File: config.mk
export PLATFORM = sky130hd
export DESIGN_NAME = twin_pred_mover
export DESIGN_NICKNAME = d
export VERILOG_FILES = /design/src/rtl/tpm_pkg.sv /design/src/rtl/tpm_mask_sel.sv /design/src/rtl/tpm_index_walk.sv /design/src/rtl/tpm_dst_bank.sv /design/src/rtl/twin_pred_mover.sv
export SDC_FILE = /design/constraint.sdc
export NUM_CORES = 1
export LEC_CHECK = 0
export BUFFER_PORTS_ARGS = -buffer_cell sky130_fd_sc_hd__buf_4
export CORE_MARGIN = 2
export CORE_UTILIZATION = 60
export CTS_BUF_LIST = sky130_fd_sc_hd__clkbuf_8
export CTS_CLUSTER_SIZE = 8
export DETAILED_ROUTE_END_ITERATION = 6
export PLACE_DENSITY = 0.95
export SLEW_MARGIN = 5
export SYNTH_ARGS = -nofsm -noshare
export SYNTH_HDL_FRONTEND = slang
export SYNTH_SLANG_ARGS = --single-unit
File: constraint.sdc
create_clock -name clk -period 5.55 [get_ports clk]
set_clock_uncertainty 0.05 [all_clocks]
set_input_delay 0.555 -clock clk [delete_from_list [all_inputs] [get_ports clk]]
set_output_delay 0.555 -clock clk [all_outputs]
set_load 0.01 [all_outputs]
File: src/rtl/tpm_pkg.sv
package tpm_pkg;

    typedef enum logic [1:0] {
        PM_TWIN     = 2'd0,
        PM_SINGLE   = 2'd1,
        PM_SRC_ONLY = 2'd2,
        PM_DST_ONLY = 2'd3
    } pred_mode_e;

    typedef enum logic {
        ST_IDLE = 1'b0,
        ST_RUN  = 1'b1
    } run_state_e;

    typedef struct packed {
        logic finish;
        logic fire;
        logic src_adv;
        logic dst_adv;
    } step_ctl_t;

    function automatic int unsigned clamp_len(input int unsigned v, input int unsigned lim);
        return (v > lim) ? lim : v;
    endfunction

    function automatic logic src_forced_full(input pred_mode_e m);
        return (m == PM_DST_ONLY);
    endfunction

    function automatic logic dst_forced_full(input pred_mode_e m);
        return (m == PM_SRC_ONLY);
    endfunction

    function automatic logic dst_follows_src(input pred_mode_e m);
        return (m == PM_SINGLE);
    endfunction

endpackage

File: src/rtl/tpm_mask_sel.sv
module tpm_mask_sel
    import tpm_pkg::*;
#(
    parameter int unsigned NUM_ELEM = 8
) (
    input  pred_mode_e          mode,
    input  logic [NUM_ELEM-1:0] src_mask,
    input  logic [NUM_ELEM-1:0] dst_mask,
    output logic [NUM_ELEM-1:0] eff_src,
    output logic [NUM_ELEM-1:0] eff_dst
);

    localparam logic [NUM_ELEM-1:0] ALL_ONES = {NUM_ELEM{1'b1}};

    always_comb begin
        eff_src = src_forced_full(mode) ? ALL_ONES : src_mask;
        if (dst_forced_full(mode)) begin
            eff_dst = ALL_ONES;
        end else if (dst_follows_src(mode)) begin
            eff_dst = src_mask;
        end else begin
            eff_dst = dst_mask;
        end
    end

endmodule

File: src/rtl/tpm_index_walk.sv
module tpm_index_walk #(
    parameter int unsigned NUM_ELEM = 8,
    localparam int unsigned CW = $clog2(NUM_ELEM + 1)
) (
    input  logic                clk,
    input  logic                rst,
    input  logic                clear,
    input  logic                adv,
    input  logic [NUM_ELEM-1:0] mask,
    input  logic [CW-1:0]       len,
    output logic [CW-1:0]       idx,
    output logic                hit,
    output logic                at_end
);

    logic bit_sel;

    always_comb begin
        bit_sel = 1'b0;
        for (int k = 0; k < NUM_ELEM; k++) begin
            if (idx == CW'(k)) begin
                bit_sel = mask[k];
            end
        end
    end

    assign at_end = (idx >= len);
    assign hit    = !at_end && bit_sel;

    always_ff @(posedge clk) begin
        if (rst) begin
            idx <= '0;
        end else if (clear) begin
            idx <= '0;
        end else if (adv) begin
            idx <= idx + CW'(1);
        end
    end

endmodule

File: src/rtl/tpm_dst_bank.sv
module tpm_dst_bank #(
    parameter int unsigned NUM_ELEM = 8,
    parameter int unsigned ELEM_W   = 8,
    localparam int unsigned CW = $clog2(NUM_ELEM + 1)
) (
    input  logic                       clk,
    input  logic                       rst,
    input  logic                       clear_we,
    input  logic                       wr_en,
    input  logic [CW-1:0]              wr_idx,
    input  logic [ELEM_W-1:0]          wr_data,
    output logic [NUM_ELEM*ELEM_W-1:0] data,
    output logic [NUM_ELEM-1:0]        we
);

    for (genvar g = 0; g < NUM_ELEM; g++) begin : g_slot
        logic sel;
        assign sel = wr_en && (wr_idx == CW'(g));

        always_ff @(posedge clk) begin
            if (rst) begin
                data[g*ELEM_W +: ELEM_W] <= '0;
                we[g]                    <= 1'b0;
            end else begin
                if (sel) begin
                    data[g*ELEM_W +: ELEM_W] <= wr_data;
                end
                if (clear_we) begin
                    we[g] <= 1'b0;
                end else if (sel) begin
                    we[g] <= 1'b1;
                end
            end
        end
    end

endmodule

File: src/rtl/twin_pred_mover.sv
module twin_pred_mover
    import tpm_pkg::*;
#(
    parameter int unsigned NUM_ELEM = 8,
    parameter int unsigned ELEM_W   = 8,
    localparam int unsigned CW = $clog2(NUM_ELEM + 1)
) (
    input  logic                       clk,
    input  logic                       rst,
    input  logic                       start,
    input  logic [1:0]                 mode,
    input  logic [CW-1:0]              vl,
    input  logic [NUM_ELEM-1:0]        src_mask,
    input  logic [NUM_ELEM-1:0]        dst_mask,
    input  logic [NUM_ELEM*ELEM_W-1:0] src_data,
    output logic [NUM_ELEM*ELEM_W-1:0] dst_data,
    output logic [NUM_ELEM-1:0]        dst_we,
    output logic                       mv_valid,
    output logic [CW-1:0]              mv_src_idx,
    output logic [CW-1:0]              mv_dst_idx,
    output logic                       busy,
    output logic                       done
);

    run_state_e                  state;
    pred_mode_e                  mode_q;
    logic [CW-1:0]               vl_q;
    logic [NUM_ELEM-1:0]         eff_src_q;
    logic [NUM_ELEM-1:0]         eff_dst_q;
    logic [NUM_ELEM-1:0]         eff_src_in;
    logic [NUM_ELEM-1:0]         eff_dst_in;
    logic [NUM_ELEM*ELEM_W-1:0]  src_q;
    logic                        accept;
    step_ctl_t                   ctl;
    logic [CW-1:0]               s_idx, d_idx;
    logic                        s_hit, d_hit, s_end, d_end;
    logic [ELEM_W-1:0]           src_elem;

    assign accept = (state == ST_IDLE) && start;
    assign busy   = (state == ST_RUN);

    tpm_mask_sel #(.NUM_ELEM(NUM_ELEM)) u_mask_sel (
        .mode     (pred_mode_e'(mode)),
        .src_mask (src_mask),
        .dst_mask (dst_mask),
        .eff_src  (eff_src_in),
        .eff_dst  (eff_dst_in)
    );

    tpm_index_walk #(.NUM_ELEM(NUM_ELEM)) u_src_walk (
        .clk    (clk),
        .rst    (rst),
        .clear  (accept),
        .adv    (ctl.src_adv),
        .mask   (eff_src_q),
        .len    (vl_q),
        .idx    (s_idx),
        .hit    (s_hit),
        .at_end (s_end)
    );

    tpm_index_walk #(.NUM_ELEM(NUM_ELEM)) u_dst_walk (
        .clk    (clk),
        .rst    (rst),
        .clear  (accept),
        .adv    (ctl.dst_adv),
        .mask   (eff_dst_q),
        .len    (vl_q),
        .idx    (d_idx),
        .hit    (d_hit),
        .at_end (d_end)
    );

    always_comb begin
        ctl.finish  = busy && (s_end || d_end);
        ctl.fire    = busy && !ctl.finish && s_hit && d_hit;
        ctl.src_adv = busy && !ctl.finish && (!s_hit || ctl.fire);
        ctl.dst_adv = busy && !ctl.finish && (!d_hit || ctl.fire);
    end

    always_comb begin
        src_elem = '0;
        for (int k = 0; k < NUM_ELEM; k++) begin
            if (s_idx == CW'(k)) begin
                src_elem = src_q[k*ELEM_W +: ELEM_W];
            end
        end
    end

    tpm_dst_bank #(.NUM_ELEM(NUM_ELEM), .ELEM_W(ELEM_W)) u_bank (
        .clk      (clk),
        .rst      (rst),
        .clear_we (accept),
        .wr_en    (ctl.fire),
        .wr_idx   (d_idx),
        .wr_data  (src_elem),
        .data     (dst_data),
        .we       (dst_we)
    );

    always_ff @(posedge clk) begin
        if (rst) begin
            state      <= ST_IDLE;
            mode_q     <= PM_TWIN;
            vl_q       <= '0;
            eff_src_q  <= '0;
            eff_dst_q  <= '0;
            src_q      <= '0;
            done       <= 1'b0;
            mv_valid   <= 1'b0;
            mv_src_idx <= '0;
            mv_dst_idx <= '0;
        end else begin
            done     <= ctl.finish;
            mv_valid <= ctl.fire;
            if (ctl.fire) begin
                mv_src_idx <= s_idx;
                mv_dst_idx <= d_idx;
            end
            if (accept) begin
                state     <= ST_RUN;
                mode_q    <= pred_mode_e'(mode);
                vl_q      <= CW'(clamp_len(32'(vl), NUM_ELEM));
                eff_src_q <= eff_src_in;
                eff_dst_q <= eff_dst_in;
                src_q     <= src_data;
            end else if (ctl.finish) begin
                state <= ST_IDLE;
            end
        end
    end

endmodule

# After elaboration in Yosys (flattened, before gate mapping)
# Cells that the tools add are included.
dict set report word_totals {
  regBits 175
  in_bits 89
}
dict set report classes {
  n_addsub 2
  n_lt_le_gt_ge 3
  n_eq_ne 17
  mux 30
  bitwise 1
  reduce_logical 29
}
# cell n
set op_table {}
lappend op_table {{$mux W8} 11}
lappend op_table {{$eq A4 B3 Y1 const B} 8}
lappend op_table {{$mux W1} 18}
lappend op_table {{$logic_and A1 B1 Y1} 17}
lappend op_table {{$eq A4 B2 Y1 const B} 4}
lappend op_table {{$add A4 B1 Y4 const B} 2}
lappend op_table {{$eq A4 B1 Y1 const B} 2}
lappend op_table {{$ge A4 B4 Y1} 2}
lappend op_table {{$logic_not A4 Y1} 2}
lappend op_table {{$logic_not A1 Y1} 5}
lappend op_table {{$eq A2 B2 Y1 const B} 2}
lappend op_table {{$gt A4 B4 Y1 const B} 1}
lappend op_table {{$mux W4} 1}
lappend op_table {{$logic_or A1 B1 Y1} 3}
lappend op_table {{$eq A2 B1 Y1 const B} 1}
lappend op_table {{$reduce_bool A2 Y1} 1}
lappend op_table {{$reduce_or A2 Y1} 1}
lappend op_table {{$not A1 Y1} 1}

# Logic depth before layout (Yosys ltp)
# Gate-level depths: netlist (run 1).
dict set report logic_depth {
  word_depth 14
  ltp_mapped 11
  ltp_nobuf 8
}

# By module
# A second synthesis (run 1) with hierarchy kept.
dict set report hier_totals {
  hier_cells 916
  area_unflattened_um2 7925.1
}
# mod instances cells_per_inst area_per_inst_um2 seq_area_each_um2
set modules_own_cells {}
lappend modules_own_cells {twin_pred_mover 1 518 4038.9 1901.8}
lappend modules_own_cells {tpm_dst_bank 1 270 2801.4 1441.4}
lappend modules_own_cells {tpm_index_walk 2 50 405.4 80.1}
lappend modules_own_cells {tpm_mask_sel 1 28 274.0 0.0}

# Least setup slack after synthesis (run 1)
# No wires, ideal clock.
dict set report synth_timing {
  path_type {register to register}
  from {register u_src_walk.idx[0]}
  to {register u_bank.data[0]}
  setup_ps 143
  arrival_ps 2517
  t_required_ps 5357
  slack_ps 2841
  stages_incl_launch_ff 11
  synth_period_minus_slack_ps 2709
  path_cell_list {dfxtp_1 inv_1 ha_1 nand2b_4 a2111oi_4 o221ai_2 nor4b_4 buf_6 nand3_2 buf_6 mux2i_1}
}
dict set report synth_between {
  elab_chain_len 13
}
# item line_no
set synth_lines {}
lappend synth_lines {{start: declaration} tpm_index_walk.sv:11} ;# output logic [CW-1:0] idx,
lappend synth_lines {{start signal: assignment} tpm_index_walk.sv:36} ;# idx <= idx + CW'(1);
lappend synth_lines {{$logic_not A4 Y1} {tpm_index_walk.sv:21, twin_pred_mover.sv:84}}
lappend synth_lines {{$mux W1 (8 in a row)} tpm_index_walk.sv:21} ;# if (idx == CW'(k)) begin
lappend synth_lines {{$logic_and A1 B1 Y1} tpm_index_walk.sv:28} ;# assign hit = !at_end && bit_sel;
lappend synth_lines {{$logic_and A1 B1 Y1 (2 in a row)} twin_pred_mover.sv:76} ;# ctl.fire = busy && !ctl.finish && s_hit && d_hit;
lappend synth_lines {{$logic_and A1 B1 Y1} tpm_dst_bank.sv:18} ;# assign sel = wr_en && (wr_idx == CW'(g));
lappend synth_lines {{end signal: indexed assignment} tpm_dst_bank.sv:26} ;# data[g*ELEM_W +: ELEM_W] <= wr_data;
lappend synth_lines {{end: declaration} tpm_dst_bank.sv:12} ;# output logic [NUM_ELEM*ELEM_W-1:0] data,
# Parallel ways exist; a longest one is shown, timed or not.
# A chain may end at the register's enable or synchronous reset.

# Final worst setup path (run 1)
dict set report layout_timing {
  from {register u_src_walk.idx[1]}
  to {register u_bank.data[16]}
}
# The elaborated chain is that of the path after synthesis.

==> impl_metrics.tcl, run 1 <==
set metrics [dict create \
    status "finished clean" \
    antenna_found_initial 0 \
    initial_core_util 0.608 \
    tightest_slew_ns 1.25 \
    drive_gt1_frac 0.223 \
    vias 6865 \
    ctsRootBufferMaster "clkbuf_8" \
    clockBufferDepth 2 \
    rsz0062_at_grt "false" \
    p_leak_nw 3.83 \
    tns_ns 0 \
    r2r_start "u_src_walk.idx[1]" \
    yosysTopAreaCell "dfxtp_1" \
    crit_start "u_src_walk.idx[1]" \
    drv_cap 0 \
    track_usage 0.304 \
    synthToLayoutAreaGrowth_pct 22.1 \
    worst_setup_path_start_kind "register" \
    io_buffers 171 \
    grt_pass1_wl_um 32100 \
    p_per_area_nw_per_um2 268 \
    grt_max_degree 87 \
    drc 0 \
    ys_seq_elements 175 \
    r2r_end "u_bank.data[16]" \
    endpoint_kind "register" \
    cp.required_ns 5.89 \
    netlist_area_um2 7610 \
    synthTopCellsByCount "nand2_1, dfxtp_1, a21oi_1" \
    synth_nets 977 \
    max_freq_ghz 0.271 \
    post-cts-setup-buffers 0 \
    yosysUniqueCellTypes 46 \
    hp-start "src_data[50]" \
    dp_hpwl_um 13900 \
    ys_seq_area_frac 0.461 \
    ys_warn_count 0 \
    diodes 0 \
    synth_most_common_cell "nand2_1" \
    final_area_um2 9290 \
    synth_cells 872 \
    row_count 41 \
    fp.dieArea_um2 13600 \
    htree_levels 4 \
    postSynth.asyncResetShare 0 \
    avgSynthCellArea_um2 8.72 \
    hold_viol_final 0 \
    critPathArrivalTime_ns 4.03 \
    hold_end "src_q[50]" \
    cts_resized 0 \
    period_needed_ns 3.68 \
    insertion_delay_ns 0.48 \
    final.setup.worst_slack_ns 1.87 \
    max_slew_margin 0.165 \
    holdWs_ns 0.264 \
    viasPerCell 5.79 \
    synth_top_area_share 0.461 \
    period_share 0.664 \
    drt_iter0_drc 624 \
    fin_nets 1105 \
    first_pass_iters 5 \
    clock_sink_count 175 \
    grt_pass1_vias 6510 \
    pin_count 172 \
    synth_edf_count 0 \
    gp_congestion 0.864 \
    rr_worst_depth 8 \
    synth_area_leaders "dfxtp_1, mux2i_1, nand2_1, a21oi_1, nand2b_1" \
    setup_violations 0 \
    fp.dieH_um 117 \
    drv_slew 0 \
    hold_buffers 0 \
    cts_tree "done" \
    coreArea_um2 12500 \
    r2r_slack_ns 1.87 \
    die_w_um 117 \
    crit_type "register to register" \
    grt_overflow_total 0 \
    antenna_left 0 \
    place_area_um2 8860 \
    final_core_util 0.742 \
    routed_wl_um 20700 \
    clk_pin_slew_ns 0.11 \
    critPathMaxFanout 41 \
    cts_buffers 17 \
    worstHoldPathCells 3 \
    preCtsSetupSlack_ns 1.96 \
    wire_per_inst_um 17.5 \
    ys.flop_type "dfxtp_1" \
    vdd_drop_max_uv 175 \
    min_path_type "input pin to register" \
]
-- layout by cell type, fill, tap and decap left out, types with 3 or more instances in the layout --
master | synthesis | layout
nand2_1 | 182 | 182
dfxtp_1 | 175 | 175
buf_4 | 4 | 175
a21oi_1 | 111 | 111
mux2i_1 | 70 | 70
nand2b_1 | 69 | 68
o21ai_0 | 29 | 29
nor2_1 | 27 | 27
clkbuf_8 | 0 | 17
ha_1 | 16 | 16
inv_1 | 14 | 15
nand3b_1 | 13 | 13
o211ai_1 | 12 | 12
a32oi_1 | 9 | 9
o21a_1 | 8 | 8
o22ai_1 | 8 | 8
mux2_2 | 8 | 8
o221ai_1 | 8 | 8
nor3b_1 | 5 | 5
inv_6 | 0 | 5
and3_1 | 4 | 4
nand3_1 | 4 | 4
inv_8 | 0 | 4
nor2b_1 | 4 | 3
or3_1 | 3 | 3
-- worst max path at each step --
stage / slack [ns] / endpoint / cells after the start
finish: 1.87 / u_bank.data[16] / 8
detailed placement: 1.96 / u_bank.data[35] / 8
CTS: 1.87 / u_bank.data[16] / 8
floorplan: 2.84 / u_bank.data[0] / 10
global route: 1.53 / u_bank.data[16] / 8
global placement: 2.14 / u_bank.data[45] / 8
-- metal layers --
layer	vias to the layer above	routed length, µm	global-route usage
li1	3252	-	-
met1	3206	8200	0.371
met2	342	10400	0.524
met3	65	1460	0.0571
met4	0	671	0.137
met5	-	0	0
-- cell type report --
cell class	count	area, µm²
sequential	175	3500
fill	882	3230
tap	172	215
clock inverter	15	193
multi-input combinational	617	3780
inverter	14	52.6
timing repair buffer	175	1310
clock buffer	17	234
-- critical path, cell delays in order, from the launching register on --
cell and delay, ns:
dfxtp_1 0.46, ha_1 0.97, nor2_1 0.11, a22o_1 0.25
o32ai_1 0.38, nor4b_4 0.27, buf_4 0.29, nand3_1 0.45
mux2i_1 0.36
-- where the power goes --
group | leakage [nW] | total (W) | internal (W) | switching, W
Combinational | 2.19 | 0.000219 | 0.0000978 | 0.000122
Sequential | 1.42 | 0.00132 | 0.00129 | 0.0000268
Clock | 0.217 | 0.000949 | 0.000424 | 0.000525
Total | 3.83 | 0.00249 | 0.00182 | 0.000673
-- flip-flops by register name, indices dropped and copies added (netlist names) --
| signal | cells |
|---|---|
| u_bank.we | 8 |
| eff_src_q | 8 |
| src_q | 64 |
| mv_src_idx | 4 |
| busy | 1 |
| eff_dst_q | 8 |
| mv_valid | 1 |
| u_src_walk.idx | 4 |
| mv_dst_idx | 4 |
| done | 1 |
| u_dst_walk.idx | 4 |
| vl_q | 4 |
| u_bank.data | 64 |
-- per-stage QoR --
step	std cells	total power, W
finish	1185	0.00249
global route	1185	0.00256
CTS	1185	0.00248
detailed placement	1153	0.00156
global placement	1153	0.00155
floorplan	872	0.00147
-- cells by family after synthesis --
group | count (synthesis) | share of synthesized area
AO/OA/AOI/OAI | 203 | 0.164
adder cells (fa/ha/maj) | 16 | 0.0263
buffers and inverters | 80 | 0.0443
flip-flops | 175 | 0.461
multiplexers | 78 | 0.104
AND/OR/NAND/NOR | 320 | 0.201
(Power assumes the default switching activity.)
==> run 2: changes to the inputs <==
--- a/config.mk
+++ b/config.mk
@@ -5,13 +5,14 @@
 export SDC_FILE = /design/constraint.sdc
 export NUM_CORES = 1
 export LEC_CHECK = 0
+export ABC_AREA = 1
 export BUFFER_PORTS_ARGS = -buffer_cell sky130_fd_sc_hd__buf_4
 export CORE_MARGIN = 2
-export CORE_UTILIZATION = 60
+export CORE_UTILIZATION = 56
 export CTS_BUF_LIST = sky130_fd_sc_hd__clkbuf_8
 export CTS_CLUSTER_SIZE = 8
 export DETAILED_ROUTE_END_ITERATION = 6
-export PLACE_DENSITY = 0.95
+export PLACE_DENSITY = 0.91
 export SLEW_MARGIN = 5
 export SYNTH_ARGS = -nofsm -noshare
 export SYNTH_HDL_FRONTEND = slang
==> constraint.sdc (replaced) <==
create_clock -name clk -period 3.4 [get_ports clk]
set_clock_uncertainty 0.05 [all_clocks]
set_input_delay 0.34 -clock clk [delete_from_list [all_inputs] [get_ports clk]]
set_output_delay 0.34 -clock clk [all_outputs]
set_load 0.01 [all_outputs]
==> impl_metrics.tcl, run 2 <==
set metrics [dict create \
    viasPerCell 5.58 \
    yosysTopAreaCell "dfxtp_1" \
    postSynth.asyncResetShare 0 \
    crit_buf_inv 1 \
    avgSynthCellArea_um2 7.32 \
    period_needed_ns 2.99 \
    fin_cells 1397 \
    die_w_um 122 \
    synthToLayoutAreaGrowth_pct 20.4 \
    insertion_delay_ns 0.46 \
    grt_pass1_wl_um 32700 \
    final_common_cell "buf_4" \
    min_path_type "input pin to register" \
    status "finished with violations" \
    p_per_area_nw_per_um2 411 \
    drt_iter0_drc 1010 \
    drc 2 \
    gp_congestion 1.01 \
    cp_top_family "simple AND/OR/NAND/NOR gates" \
    track_usage 0.281 \
    tns_ns 0 \
    final_cell_mix "buf_4, dfxtp_1, nor2_1" \
    vdd_drop_max_uv 263 \
    synth_cells 1065 \
    cts_resized 0 \
    critPathMaxFanout 10 \
    worst_setup_path_start_kind "register" \
    routed_wl_um 20800 \
    antenna_found_initial 0 \
    hold_buffers 0 \
    endpoint_kind "register" \
    grt_max_degree 79 \
    ys_seq_area_frac 0.449 \
    synth_area_leaders "dfxtp_1, a21oi_1, nor2_1, nand2_1, nand3_1" \
    ys.flop_type "dfxtp_1" \
    ctsRootBufferMaster "clkbuf_8" \
    drv_cap 0 \
    coreArea_um2 13700 \
    cp.required_ns 3.74 \
    synth_top_area_share 0.449 \
    ys_seq_elements 175 \
    crit_path_top_delay_cell "nor3_1" \
    post-cts-setup-buffers 0 \
    diodes 0 \
    grt_pass1_vias 6857 \
    synthTopCellsByCount "dfxtp_1, nor2_1, nand2_1" \
    vias 7800 \
    placedCellCount 1365 \
    pin_count 172 \
    antenna_left 0 \
    setup_violations 0 \
    row_count 43 \
    crit_chain "ha_1 -> clkinv_1 -> nor3_1 -> nand2_1 -> nand3_1 -> nand3_1 -> nand3_1 -> nand2_1 -> nand2_1 -> a21oi_1 -> nand3_1 -> nand2_1 -> nor2_1" \
    clockBufferDepth 2 \
    fp.dieH_um 122 \
    max_freq_ghz 0.334 \
    p_leak_nw 4.13 \
    initial_core_util 0.569 \
    hold_viol_final 0 \
    yosysUniqueCellTypes 32 \
    drv_slew 0 \
    critPathArrivalTime_ns 3.33 \
    cts_tree "done" \
    crit_type "register to register" \
    fp.dieArea_um2 14900 \
    ys_warn_count 0 \
    synth_nets 1170 \
    netlist_area_um2 7800 \
    htree_levels 4 \
    fin_nets 1309 \
    tightest_slew_ns 1.02 \
    io_buffers 171 \
    rsz0062_at_grt "false" \
    max_slew_margin 0.321 \
    slowest_delay_ns 0.67 \
    drive_gt1_frac 0.199 \
    clock_sink_count 175 \
    largestRegisters "src_q: 64 flops, u_bank.data: 64 flops" \
    grt_overflow_total 0 \
    cts_buffers 17 \
    dp_hpwl_um 14800 \
    clk_pin_slew_ns 0.09 \
    synth_edf_count 0 \
    violations "design-rule violations" \
    synth_most_common_cell "dfxtp_1" \
    wire_per_inst_um 14.9 \
    period_share 0.880 \
    first_pass_iters 7 \
]
[run 2: changes by cell type after synthesis, moves of 59 or more]
cell / change
nand3_1: +108
nand2b_1: -69
inv_1: +70
mux2i_1: -70
nor2_1: +141
o21ai_0: +59
[run 2: final cells by class]
type / instances / area, µm²
clock inverters: 12 / 72.6
multi-input cells: 731 / 3550
inverters: 95 / 358
flip-flops and latches: 175 / 3500
fillers: 1119 / 4330
well taps: 180 / 225
repair buffers: 184 / 1410
clock buffers: 20 / 275
[run 2: power breakdown]
part | switching, W | internal (W) | total (W)
Sequential | 0.0000381 | 0.00213 | 0.00217
Clock | 0.000730 | 0.000553 | 0.00128
Combinational | 0.000247 | 0.000158 | 0.000405
Total | 0.00102 | 0.00284 | 0.00386
[run 2: stage by stage]
step / hold WS (ns) / instance area (µm²) / utilization / setup slack [ns] / total power [W]
6_report: 0.0780 / 9390 / 0.685 / 0.409 / 0.00386
5_1_grt: 0.0584 / 9390 / 0.685 / 0.255 / 0.00400
4_1_cts: 0.0560 / 9390 / 0.685 / 0.586 / 0.00386
3_5_place_dp: 0.380 / 9040 / 0.659 / 0.611 / 0.00261
3_3_place_gp: 0.379 / 9040 / 0.659 / 0.750 / 0.00260
2_1_floorplan: 0.375 / 7800 / - / 1.23 / 0.00244
[run 2: final timing paths]
| kind | startpoint | endpoint | slack (ns) | cells past startpoint |
|---|---|---|---|---|
| setup reg to reg | u_src_walk.idx[0] | u_bank.data[1] | 0.41 | 13 |
| hold / removal | src_data[12] | src_q[12] | 0.08 | 3 |
| setup / recovery | u_src_walk.idx[0] | u_bank.data[1] | 0.41 | 13 |
| hold reg to reg | mv_dst_idx[3] | mv_dst_idx[3] | 0.39 | 2 |
[run 2: cell families (layout without fill, tap and decap cells)]
family | count (synthesis) | in the layout | share of synthesized area
simple gates | 458 | 458 | 0.250
compound gates | 252 | 252 | 0.174
flops | 175 | 175 | 0.449
buf+inv | 159 | 311 | 0.0958
fa+ha+maj | 16 | 16 | 0.0257
xor+xnor | 5 | 5 | 0.00561
[run 2: tightest hold or removal path, cell delays in order]
cell	delay (ns)
buf_4	0.07
o21ai_0	0.07
nor2_1	0.07
[run 2: per-layer routing]
layer  GRT usage  share of wire
met1       0.358           0.41
met2       0.450           0.46
met3      0.0716          0.091
met4       0.125          0.034
met5           0              0
==> run 3: changes to the inputs <==
--- a/config.mk
+++ b/config.mk
@@ -16,4 +16,5 @@
 export SLEW_MARGIN = 5
 export SYNTH_ARGS = -nofsm -noshare
 export SYNTH_HDL_FRONTEND = slang
+export SYNTH_HIERARCHICAL = 1
 export SYNTH_SLANG_ARGS = --single-unit
==> impl_metrics.tcl, run 3 <==
set metrics [dict create \
    status "finished clean" \
    swShare 0.260 \
    fin_nets 1372 \
    max_freq_ghz 0.320 \
    yosysTopAreaCell "dfxtp_1" \
    synth_area_leaders "dfxtp_1, nor2_1, nand2_1, o21ai_0, nand3_1" \
    dp_hpwl_um 14000 \
    critPathMaxFanout 17 \
    crit_path_top_delay_cell "dfxtp_1" \
    placedCellCount 1424 \
    setup_violations 0 \
    path_depth 13 \
    clock_sink_count 175 \
    pin_count 172 \
    grt_pass1_wl_um 32400 \
    fp.dieH_um 121 \
    period_needed_ns 3.12 \
    final_common_cell "nor2_1" \
    crit_buf_inv 2 \
    avgSynthCellArea_um2 6.87 \
    period_share 0.918 \
    fin_cells 1456 \
    clockBufferDepth 2 \
    grt_pass1_vias 6957 \
    first_pass_iters 6 \
    cts_tree "done" \
    synth_cells 1114 \
    worst_setup_path_start_kind "register" \
    row_count 42 \
    seqPwrFrac 0.548 \
    yosysUniqueCellTypes 30 \
    rr_worst_depth 13 \
    final_cell_mix "nor2_1, nand2_1, buf_4" \
    clk_pin_slew_ns 0.09 \
    fp.dieArea_um2 14600 \
    insertion_delay_ns 0.47 \
    synthTopCellsByCount "nor2_1, nand2_1, dfxtp_1" \
    tns_ns 0 \
    htree_levels 4 \
    antenna_left 0 \
    num-fill-cells 1095 \
    slowest_delay_ns 0.58 \
    coreArea_um2 13300 \
    die_w_um 121 \
    critPathArrivalTime_ns 3.44 \
    crit_chain "inv_1 -> ha_1 -> nand3_1 -> nand3_1 -> or2_2 -> nor2_1 -> nand3_1 -> clkinv_1 -> nand3_2 -> nor2_2 -> nand2_1 -> nand2_1 -> nor2_1" \
    gp_congestion 0.893 \
    r2r_start "u_dst_walk/idx[0]" \
    vias 7567 \
    drv_cap 0 \
    viasPerCell 5.20 \
    p_int_w 0.00293 \
    synthToLayoutAreaGrowth_pct 22.8 \
    path_common_cell "nand3_1" \
    min_path_type "input pin to register" \
    max_slew_margin 0.294 \
    crit_type "register to register" \
    drt_iter0_drc 664 \
    clkPwrFrac 0.352 \
    grt_overflow_total 0 \
    hold_viol_final 0 \
    endpoint_kind "register" \
    ys_seq_elements 175 \
    worstHoldPathCells 3 \
    routed_wl_um 19600 \
    ys_seq_area_frac 0.458 \
    io_buffers 171 \
    cts_buffers 17 \
    wire_per_inst_um 13.5 \
    track_usage 0.276 \
    largestRegisters "src_q: 64 flops, u_bank/data: 64 flops" \
    hp-start "src_data[5]" \
    ys_warn_count 6 \
    post-cts-setup-buffers 0 \
    synth_most_common_cell "nor2_1" \
    drive_gt1_frac 0.193 \
    grt_max_degree 81 \
    crit_start "u_dst_walk/idx[0]" \
    p_leak_nw 4.36 \
    netlist_area_um2 7660 \
    ctsRootBufferMaster "clkbuf_8" \
    diodes 0 \
    ys.flop_type "dfxtp_1" \
    synth_nets 1219 \
    synth_edf_count 0 \
    combPwrFrac 0.100 \
    postSynth.asyncResetShare 0 \
    synth_top_area_share 0.458 \
    cp.required_ns 3.72 \
    vdd_drop_max_uv 310 \
    initial_core_util 0.576 \
    p_per_area_nw_per_um2 421 \
    tightest_slew_ns 1.06 \
    rsz0062_at_grt "true" \
    antenna_found_initial 0 \
    drc 0 \
    p_switching_w 0.00103 \
    drv_slew 0 \
    cp_top_family "simple AND/OR/NAND/NOR gates" \
]
-- run 3: cell count changes after synthesis, sizes merged, moves of 6 or more --
cell | previous run | this run
o21ai | 91 | 82
buf | 31 | 20
nor3 | 3 | 10
nand2 | 154 | 217
o221ai | 8 | 0
nand4 | 12 | 20
nand3 | 114 | 66
nor2 | 174 | 334
o22ai | 7 | 0
a21oi | 139 | 36
clkbuf | 33 | 27
-- run 3: final timing paths --
kind                     endpoint  slack, ns
setup / recovery  u_bank/data[48]       0.28
hold / removal           src_q[5]       0.07
setup reg to reg  u_bank/data[48]       0.28
hold reg to reg      u_bank/we[3]       0.41
-- run 3: area by class of cell --
class / count / area [µm²] / area share
inverters: 93 / 349 / 0.0371
multi-input cells: 799 / 3580 / 0.381
clock buffers: 20 / 275 / 0.0293
well taps: 176 / 220 / 0.0234
repair buffers: 181 / 1360 / 0.145
clock inverters: 12 / 110 / 0.0117
flip-flops and latches: 175 / 3500 / 0.373
-- run 3: cells by family (layout without fill, tap and decap cells) --
kind of cell	Yosys count	after routing	synth area share
AO/OA/AOI/OAI	130	130	0.0886
adder cells (fa/ha/maj)	16	16	0.0261
flip-flops	175	175	0.458
buffers and inverters	140	306	0.0747
XOR/XNOR	2	2	0.00229
AND/OR/NAND/NOR	651	651	0.351
-- run 3: power by group through the flow --
stage,Combinational (W),Sequential [W],Clock [W]
floorplan,0.000240,0.00221,0
global placement,0.000379,0.00221,0
detailed placement,0.000390,0.00222,0
CTS,0.000392,0.00217,0.00141
global route,0.000446,0.00218,0.00150
finish,0.000394,0.00217,0.00139
-- run 3: stage by stage --
| step | worst slack (ns) | instance area [µm²] | power [W] | util | hold slack [ns] |
|---|---|---|---|---|---|
| 2_1_floorplan | 0.822 | 7660 | 0.00245 | - | 0.380 |
| 3_3_place_gp | 0.462 | 9020 | 0.00259 | 0.678 | 0.391 |
| 3_5_place_dp | 0.328 | 9020 | 0.00261 | 0.678 | 0.394 |
| 4_1_cts | 0.303 | 9400 | 0.00397 | 0.707 | 0.0459 |
| 5_1_grt | -0.0343 | 9400 | 0.00412 | 0.707 | 0.0534 |
| 6_report | 0.278 | 9400 | 0.00396 | 0.707 | 0.0661 |
-- run 3: timing repair --
item,CTS,global route
resized for setup,0,0
setup endpoints to repair,0,5
hold buffers,0,0
-- run 3: worst min-delay path: stages --
cell and delay [ns]:
buf_4 0.07, o21ai_0 0.07, nor2_1 0.07
-- run 3: layer usage --
layer / up-vias / routed length, µm / global-route usage
li1: 3811 / - / -
met2: 324 / 9520 / 0.468
met1: 3397 / 8090 / 0.349
met5: - / 0 / 0
met4: 0 / 399 / 0.0952
met3: 35 / 1630 / 0.0540
